[config.mk]
export PLATFORM = sky130hd
export DESIGN_NAME = bitscan_unit
export DESIGN_NICKNAME = d
export VERILOG_FILES = /design/src/rtl/bitscan_pkg.sv /design/src/rtl/bitscan_mirror.sv /design/src/rtl/bitscan_lowenc.sv /design/src/rtl/bitscan_unit.sv
export SDC_FILE = /design/constraint.sdc
export NUM_CORES = 1
export LEC_CHECK = 0
export ABC_AREA = 1
export BUFFER_PORTS_ARGS = -buffer_cell sky130_fd_sc_hd__buf_2
export CAP_MARGIN = 20
export CORE_MARGIN = 2
export CORE_UTILIZATION = 45
export CTS_CLUSTER_SIZE = 12
export DETAILED_ROUTE_END_ITERATION = 7
export GPL_TIMING_DRIVEN = 0
export PLACE_DENSITY = 0.84
export SLEW_MARGIN = 20
export SYNTH_ARGS = -nofsm -noshare
export SYNTH_HDL_FRONTEND = slang
export SYNTH_HIERARCHICAL = 1
export SYNTH_SLANG_ARGS = --single-unit
[constraint.sdc]
create_clock -name clk -period 2.7 [get_ports clk]
set_input_delay 0.54 -clock clk [delete_from_list [all_inputs] [get_ports clk]]
set_output_delay 0.54 -clock clk [all_outputs]
set_load 0.05 [all_outputs]
[src/rtl/bitscan_pkg.sv]
// bitscan_pkg: shared constants and types for the bit scan unit.
// Assumes a power-of-two data width so the index fits exactly in IDX_W bits.
package bitscan_pkg;
    localparam int DATA_W = 32;
    localparam int IDX_W  = $clog2(DATA_W);

    // Scan order selected by the direction input.
    typedef enum logic {
        SCAN_FWD = 1'b0,
        SCAN_REV = 1'b1
    } scan_dir_e;
endpackage

[src/rtl/bitscan_mirror.sv]
// bitscan_mirror: reverses the bit order of a word when enabled, else passes it through.
// Assumes W >= 1; purely combinational.
module bitscan_mirror #(
    parameter int W = 32
) (
    input  logic         flip,
    input  logic [W-1:0] din,
    output logic [W-1:0] dout
);
    logic [W-1:0] reversed;

    // Wire-only bit reversal, one connection per bit.
    for (genvar g = 0; g < W; g++) begin : g_rev
        assign reversed[g] = din[W-1-g];
    end

    // Select the mirrored or the straight word.
    always_comb begin
        dout = flip ? reversed : din;
    end
endmodule

[src/rtl/bitscan_lowenc.sv]
// bitscan_lowenc: returns the index of the lowest set bit and an empty indication.
// Assumes W is a power of two; the index is 0 when the word is empty.
module bitscan_lowenc #(
    parameter int W   = 32,
    parameter int IW  = $clog2(W)
) (
    input  logic [W-1:0]  din,
    output logic [IW-1:0] pos,
    output logic          empty
);
    // Scan from the top down so the last hit is the lowest set bit.
    always_comb begin
        pos = '0;
        for (int i = W - 1; i >= 0; i--) begin
            if (din[i]) pos = IW'(i);
        end
        empty = (din == '0);
    end
endmodule

[src/rtl/bitscan_unit.sv]
// bitscan_unit: one-cycle forward/reverse first-set-bit scan with a registered result.
// Assumes the caller supplies the current destination value in prev_dest for every request.
module bitscan_unit
    import bitscan_pkg::*;
#(
    parameter int W  = DATA_W,
    parameter int IW = $clog2(W)
) (
    input  logic          clk,
    input  logic          rst_n,
    input  logic          scan_valid,
    input  logic          scan_dir,
    input  logic [W-1:0]  src_word,
    input  logic [IW-1:0] prev_dest,
    output logic [IW-1:0] dest_idx,
    output logic          zero_flag,
    output logic          done
);
    localparam logic [IW-1:0] TOP_IDX = IW'(W - 1);

    logic          is_rev;
    logic [W-1:0]  scan_word;
    logic [IW-1:0] raw_pos;
    logic          word_empty;
    logic [IW-1:0] bit_pos;
    logic [IW-1:0] next_idx;

    // Decode the direction select into the mirror control.
    always_comb begin
        is_rev = (scan_dir_e'(scan_dir) == SCAN_REV);
    end

    bitscan_mirror #(.W(W)) u_mirror (
        .flip (is_rev),
        .din  (src_word),
        .dout (scan_word)
    );

    bitscan_lowenc #(.W(W), .IW(IW)) u_enc (
        .din   (scan_word),
        .pos   (raw_pos),
        .empty (word_empty)
    );

    // Convert the mirrored position back to a count from bit 0, and keep the destination when empty.
    always_comb begin
        bit_pos  = is_rev ? (TOP_IDX - raw_pos) : raw_pos;
        next_idx = word_empty ? prev_dest : bit_pos;
    end

    // Result register: load on a request, hold otherwise.
    always_ff @(posedge clk) begin
        if (!rst_n) begin
            dest_idx  <= '0;
            zero_flag <= 1'b0;
        end else if (scan_valid) begin
            dest_idx  <= next_idx;
            zero_flag <= word_empty;
        end
    end

    // Completion strobe: one cycle after each request.
    always_ff @(posedge clk) begin
        if (!rst_n) done <= 1'b0;
        else        done <= scan_valid;
    end
endmodule

==> results of run 1 <==
[final timing paths]
path / start / endpoint / slack [ns] / depth (start not counted)
worst min-delay path: dest_idx[3] / dest_idx[3] / 0.53 / 2
worst max register to register: zero_flag / zero_flag / 2.04 / 2
worst min register to register: dest_idx[3] / dest_idx[3] / 0.53 / 2
worst max-delay path: scan_dir / dest_idx[0] / 0.05 / 38
[report_power, final]
group	total [uW]	switching, uW	internal, uW
logic	266	157	109
registers	114	2.89	111
clock network	101	43.8	56.7
total	481	204	277
[layout make-up]
type	count	area (sq um)	share of cell area (%)
plain buffers	6	104	6.13
well taps	31	38.8	2.29
multi-input cells	202	900	53.1
flip-flops and latches	7	140	8.27
clock buffers	4	26.3	1.55
repair buffers	51	284	16.8
inverters	43	201	11.9
[through the flow]
stage          hold WS (ns)  area (sq um)    TNS, ns  util [%]
2_1_floorplan         0.633          1290          0         -
3_3_place_gp          0.510          1560      -2.87      57.2
3_5_place_dp          0.505          1560      -3.32      57.2
4_1_cts               0.524          1640  -0.000598      60.1
5_1_grt               0.551          1690     -0.385      62.0
6_report              0.525          1690          0      62.0
[cell usage in the layout (no fill, tap or decap)]
cell type and instances:
nand2_1 134, buf_2 46, inv_1 34, nand2_2 16
nor2_1 14, a21oi_1 12, dfxtp_1 7, inv_2 6
o21ai_0 6, nand3_1 5, clkbuf_4 3, buf_12 3
buf_4 3, a21oi_2 2, bufinv_8 2, a31oi_1 2
clkbuf_8 2, buf_6 2, nand3_2 1, clkbuf_1 1
nor4_2 1, nor3_1 1, nor4_1 1, a21boi_0 1
o21bai_1 1, a311oi_1 1, o31ai_1 1, o21ai_1 1
a211oi_1 1, nor4_4 1, clkinv_8 1, clkbuf_16 1
[flip-flops by register name (all words and copies together) (netlist names)]
name,cells
dest_idx,5
zero_flag,1
done,1
[worst register-to-register path: cells and delay by family, from the launching register on]
family	cells	cell delay [ns]
flip-flops	1	0.31
AO/OA/AOI/OAI	2	0.24
[layer usage]
metal,routed length [microns],share of wire [%],vias to the layer above,track usage (%)
li1,-,-,885,-
met1,1430,45,657,24.3
met2,1620,51,23,33.6
met3,88,2.8,4,2.95
met4,42,1.3,0,6.31
met5,0,0,-,0
[cell families (layout without fill, tap and decap cells)]
group / Yosys count / count (layout)
and+or+nand+nor: 174 / 174
AOI/OAI and AO/OA: 28 / 28
DFF: 7 / 7
buffers and inverters: 50 / 104
[what timing repair did]
item | CTS | global route
pin swaps | 4 | 3
hold endpoints to repair | 0 | 0
setup endpoints to repair | 6 | 6
setup buffers | 2 | 2
resized for setup | 12 | 8
==> flow_metrics.env, run 1 <==
export IMPL_clock_latency_ns=0.26
export IMPL_power_density_mw_per_mm2=284
export IMPL_syn_nets=300
export IMPL_critPathTopFamily="simple AND/OR/NAND/NOR gates"
export IMPL_clk_pin_slew_worst_paths_ns=0.05
export IMPL_worst_clock_skew_ns=0
export IMPL_maxSlewViolCount=0
export IMPL_synth_edf_count=0
export IMPL_power_leakage_uw=0.00106
export IMPL_ys_async_sr_fraction_pct=0
export IMPL_synthCells=259
export IMPL_yosysMostFrequentCell="nand2_1"
export IMPL_worst_pin_slew_ns=0.471
export IMPL_period_needed_ns=2.65
export IMPL_routed_wl_microns=3180
export IMPL_cts_root_buf="clkbuf_4"
export IMPL_boundaryPins=48
export IMPL_postLayoutSetupSlackWorst_ns=0.0473
export IMPL_num_vias=1569
export IMPL_hold_path_class="register to register"
export IMPL_synth_top_area_share_pct=40.5
export IMPL_core_sq_mm=0.00273
export IMPL_rsz0062_at_grt="yes"
export IMPL_critPathMostFrequentCell="nand2_1"
export IMPL_start_util_pct=47.1
export IMPL_p_total_uw=481
export IMPL_cp_max_fo=10
export IMPL_synth_top_family_by_area="simple AND/OR/NAND/NOR gates"
export IMPL_synth_adder_area_share_pct=0
export IMPL_grt_ovfl_total=0
export IMPL_yosys_area_share_simple_pct=54.1
export IMPL_synth_cell_types=24
export IMPL_grt_start_max_net_pins=15
export IMPL_nets=355
export IMPL_drc=0
export IMPL_maxCapViolCount=0
export IMPL_avgSynthCellArea_sq_um=4.98
export IMPL_synth_commonest_cells="139 x nand2_1, 35 x inv_1, 14 x nor2_1"
export IMPL_drive_above_1_share_pct=28.8
export IMPL_fillers=287
export IMPL_area_growth_pct=31.5
export IMPL_groute_usage_overall_pct=19.4
export IMPL_h_tree_depth=1
export IMPL_end_kind="register"
export IMPL_die_area_sq_mm=0.00331
export IMPL_drt_iter0_markers=55
export IMPL_cts_tree="built"
export IMPL_first_global_vias=1344
export IMPL_synthesis_area_sq_mm=0.00129
export IMPL_setup_viol=0
export IMPL_critPathBufInv=5
export IMPL_synth_area_leader_cell="nand2_1"
export IMPL_max_freq_mhz=377
export IMPL_place_ws_ns=-0.578
export IMPL_synth_seq_cells=7
export IMPL_status="completed"
export IMPL_synth_xor_area_share_pct=0
export IMPL_drtAntennaViolNets=0
export IMPL_antenna_found_initial=0
export IMPL_routedWlPerCell_microns=9.25
export IMPL_yosysSeqAreaShare_pct=10.9
export IMPL_ys_flop_type="dfxtp_1"
export IMPL_cts_buffers=3
export IMPL_crit_path_max_incr_delay_ns=0.16
export IMPL_portBuffers=47
export IMPL_hold_viol=0
export IMPL_ys_warn_count=6
export IMPL_period_share_pct=98.2
export IMPL_grt_pass1_wl_microns=5180
export IMPL_die_height_microns=57.5
export IMPL_crit_type="input pin to register"
export IMPL_dp_cells=337
export IMPL_ir_drop_uv=256
export IMPL_cts_sinks=7
export IMPL_synthTopCellsByArea="nand2_1 40%, dfxtp_1 11%, inv_1 10%"
export IMPL_routed_via_density=4.56
export IMPL_instances_no_fill=344
export IMPL_synth_compound_area_share_pct=12.4
export IMPL_required_ns=2.90
export IMPL_critical_path_slowest_cell="clkbuf_8"
export IMPL_clockBufferDepth=2
export IMPL_synth_mux_area_share_pct=0
export IMPL_dp_hpwl_microns=2520
export IMPL_worstPathArrival_ns=2.85
export IMPL_cp_start_kind="input pin"
export IMPL_gp_congestion=0.874
export IMPL_rows=19
export IMPL_ctsHoldBuffers=0
export IMPL_dr_pass1_iters=4
export IMPL_max_slew_margin_pct=68.3
export IMPL_die_w_microns=57.5
export IMPL_antenna_cells=0
(Power assumes the default switching activity.)
==> run 2: changes to the inputs <==
PLACE_DENSITY = 0.82   (was 0.84)
==> flow_metrics.env, run 2 (same netlist as run 1, synthesis figures left out) <==
export IMPL_cp_startpoint="scan_dir"
export IMPL_max_freq_mhz=387
export IMPL_crit_type="input pin to register"
export IMPL_nets=355
export IMPL_drc=0
export IMPL_core_sq_mm=0.00273
export IMPL_antenna_found_initial=0
export IMPL_die_height_microns=57.5
export IMPL_rows=19
export IMPL_area_growth_pct=31.5
export IMPL_cts_root_buf="clkbuf_4"
export IMPL_grt_start_max_net_pins=11
export IMPL_max_slew_margin_pct=63.3
export IMPL_top_regs="dest_idx: 5 flops, done: 1 flops, zero_flag: 1 flops"
export IMPL_power_density_mw_per_mm2=282
export IMPL_ir_drop_uv=368
export IMPL_clk_pin_slew_worst_paths_ns=0.05
export IMPL_r2r_start="dest_idx[0]"
export IMPL_place_ws_ns=-0.627
export IMPL_routed_via_density=4.70
export IMPL_die_area_sq_mm=0.00331
export IMPL_required_ns=2.90
export IMPL_drtAntennaViolNets=0
export IMPL_grt_ovfl_total=0
export IMPL_dp_hpwl_microns=2530
export IMPL_min_from="dest_idx[3]"
export IMPL_end_kind="register"
export IMPL_rsz0062_at_grt="yes"
export IMPL_final_area_sq_mm=0.00169
export IMPL_groute_usage_overall_pct=21.2
export IMPL_gp_congestion=0.874
export IMPL_comb_power_share_pct=56.1
export IMPL_antenna_cells=0
export IMPL_critPathMostFrequentCell="nand2_1"
export IMPL_postLayoutSetupSlackWorst_ns=0.119
export IMPL_maxSlewViolCount=0
export IMPL_drt_iter0_markers=49
export IMPL_final_util_pct=62.0
export IMPL_num_vias=1616
export IMPL_cts_sinks=7
export IMPL_worstPathArrival_ns=2.78
export IMPL_drive_above_1_share_pct=27.8
export IMPL_timing_hold_ws_ns=0.522
export IMPL_mostFrequentLayoutCell="nand2_1"
export IMPL_boundaryPins=48
export IMPL_cp_max_fo=7
export IMPL_period_needed_ns=2.58
export IMPL_clock_latency_ns=0.26
export IMPL_routed_wl_microns=3160
export IMPL_switching_share_pct=41.5
export IMPL_routedWlPerCell_microns=9.17
export IMPL_cts_tree="built"
export IMPL_setup_viol=0
export IMPL_die_w_microns=57.5
export IMPL_p_int_uw=280
export IMPL_h_tree_depth=1
export IMPL_worst_clock_skew_ns=0
export IMPL_cp_start_kind="input pin"
export IMPL_crit_path_max_incr_delay_ns=0.13
export IMPL_clockBufferDepth=2
export IMPL_first_global_vias=1446
export IMPL_final_cell_mix="137 x nand2_1, 46 x buf_2, 34 x inv_1, 14 x nor2_1"
export IMPL_p_clk_share_pct=20.1
export IMPL_hold_viol=0
export IMPL_power_leakage_uw=0.00106
export IMPL_seqPwrFrac_pct=23.7
export IMPL_maxCapViolCount=0
export IMPL_placed_area_sq_mm=0.00156
export IMPL_grt_pass1_wl_microns=5600
export IMPL_status="completed"
export IMPL_largest_register_ff_count=5
export IMPL_portBuffers=47
export IMPL_cts_buffers=3
export IMPL_p_total_uw=478
export IMPL_power_switching_uw=198
export IMPL_hold_path_class="register to register"
export IMPL_start_util_pct=47.1
export IMPL_critical_path_slowest_cell="a21oi_2"
export IMPL_worst_pin_slew_ns=0.546
export IMPL_period_share_pct=95.6
export IMPL_top_register="dest_idx"
export IMPL_dr_pass1_iters=4
[run 2: cell count changes in the layout (fill, tap and decap cells not counted)]
cell	previous run	this run
buf_6	2	1
buf_12	3	2
bufbuf_16	0	1
nor4_4	1	0
buf_8	0	1
nand2_2	16	12
clkinv_8	1	0
nand2_1	134	137
inv_8	0	1
nor4_2	1	2
nand2_4	0	1
[run 2: path summary, 6_finish.rpt]
path            endpoint  slack [ns]  cells after the start
max          dest_idx[0]        0.12                     40
min          dest_idx[3]        0.52                      2
min reg2reg  dest_idx[3]        0.52                      2
max reg2reg  dest_idx[0]        2.06                      2
[run 2: layout make-up]
cell class                 count  area, sq um
tap                           31         38.8
sequential                     7          140
clock buffer                   4         26.3
inverter                      43          196
timing repair buffer          51          305
fill                         291         1040
buffer                         6         98.8
multi-input combinational    202          888
[run 2: routing by layer]
metal  vias to the layer above  track usage [%]  wire length, microns
met2                        33             37.2                  1580
met3                         5             4.31                   117
met1                       691             25.9                  1410
met5                         -                0                     0
li1                        887                -                     -
met4                         0             6.64                    40
[run 2: through the flow]
stage / setup TNS, ns / std cells
4_1_cts: -0.0300 / 345
3_5_place_dp: -3.61 / 337
6_report: 0 / 344
2_1_floorplan: 0 / 259
5_1_grt: -0.337 / 344
3_3_place_gp: -3.31 / 337
[run 2: power by group through the flow]
stage	Sequential, uW	Combinational (uW)	Clock [uW]
3_3_place_gp	115	246	0
4_1_cts	114	269	98.9
6_report	114	268	96.4
2_1_floorplan	141	153	0
5_1_grt	114	306	104
3_5_place_dp	116	250	0
[run 2: worst max-delay path: cells and delay by family]
kind	cells	cell delay, ns
simple gates	33	1.64
compound gates	2	0.25
buf+inv	5	0.37
[run 2: timing repair]
| action | 4_1_cts | 5_1_grt |
|---|---|---|
| endpoints found under the setup margin | 6 | 5 |
| gates cloned | 1 | 0 |
| buffers inserted | 3 | 0 |
| hold buffers | 0 | 0 |
| pin swaps | 6 | 2 |
| resized for setup | 12 | 3 |
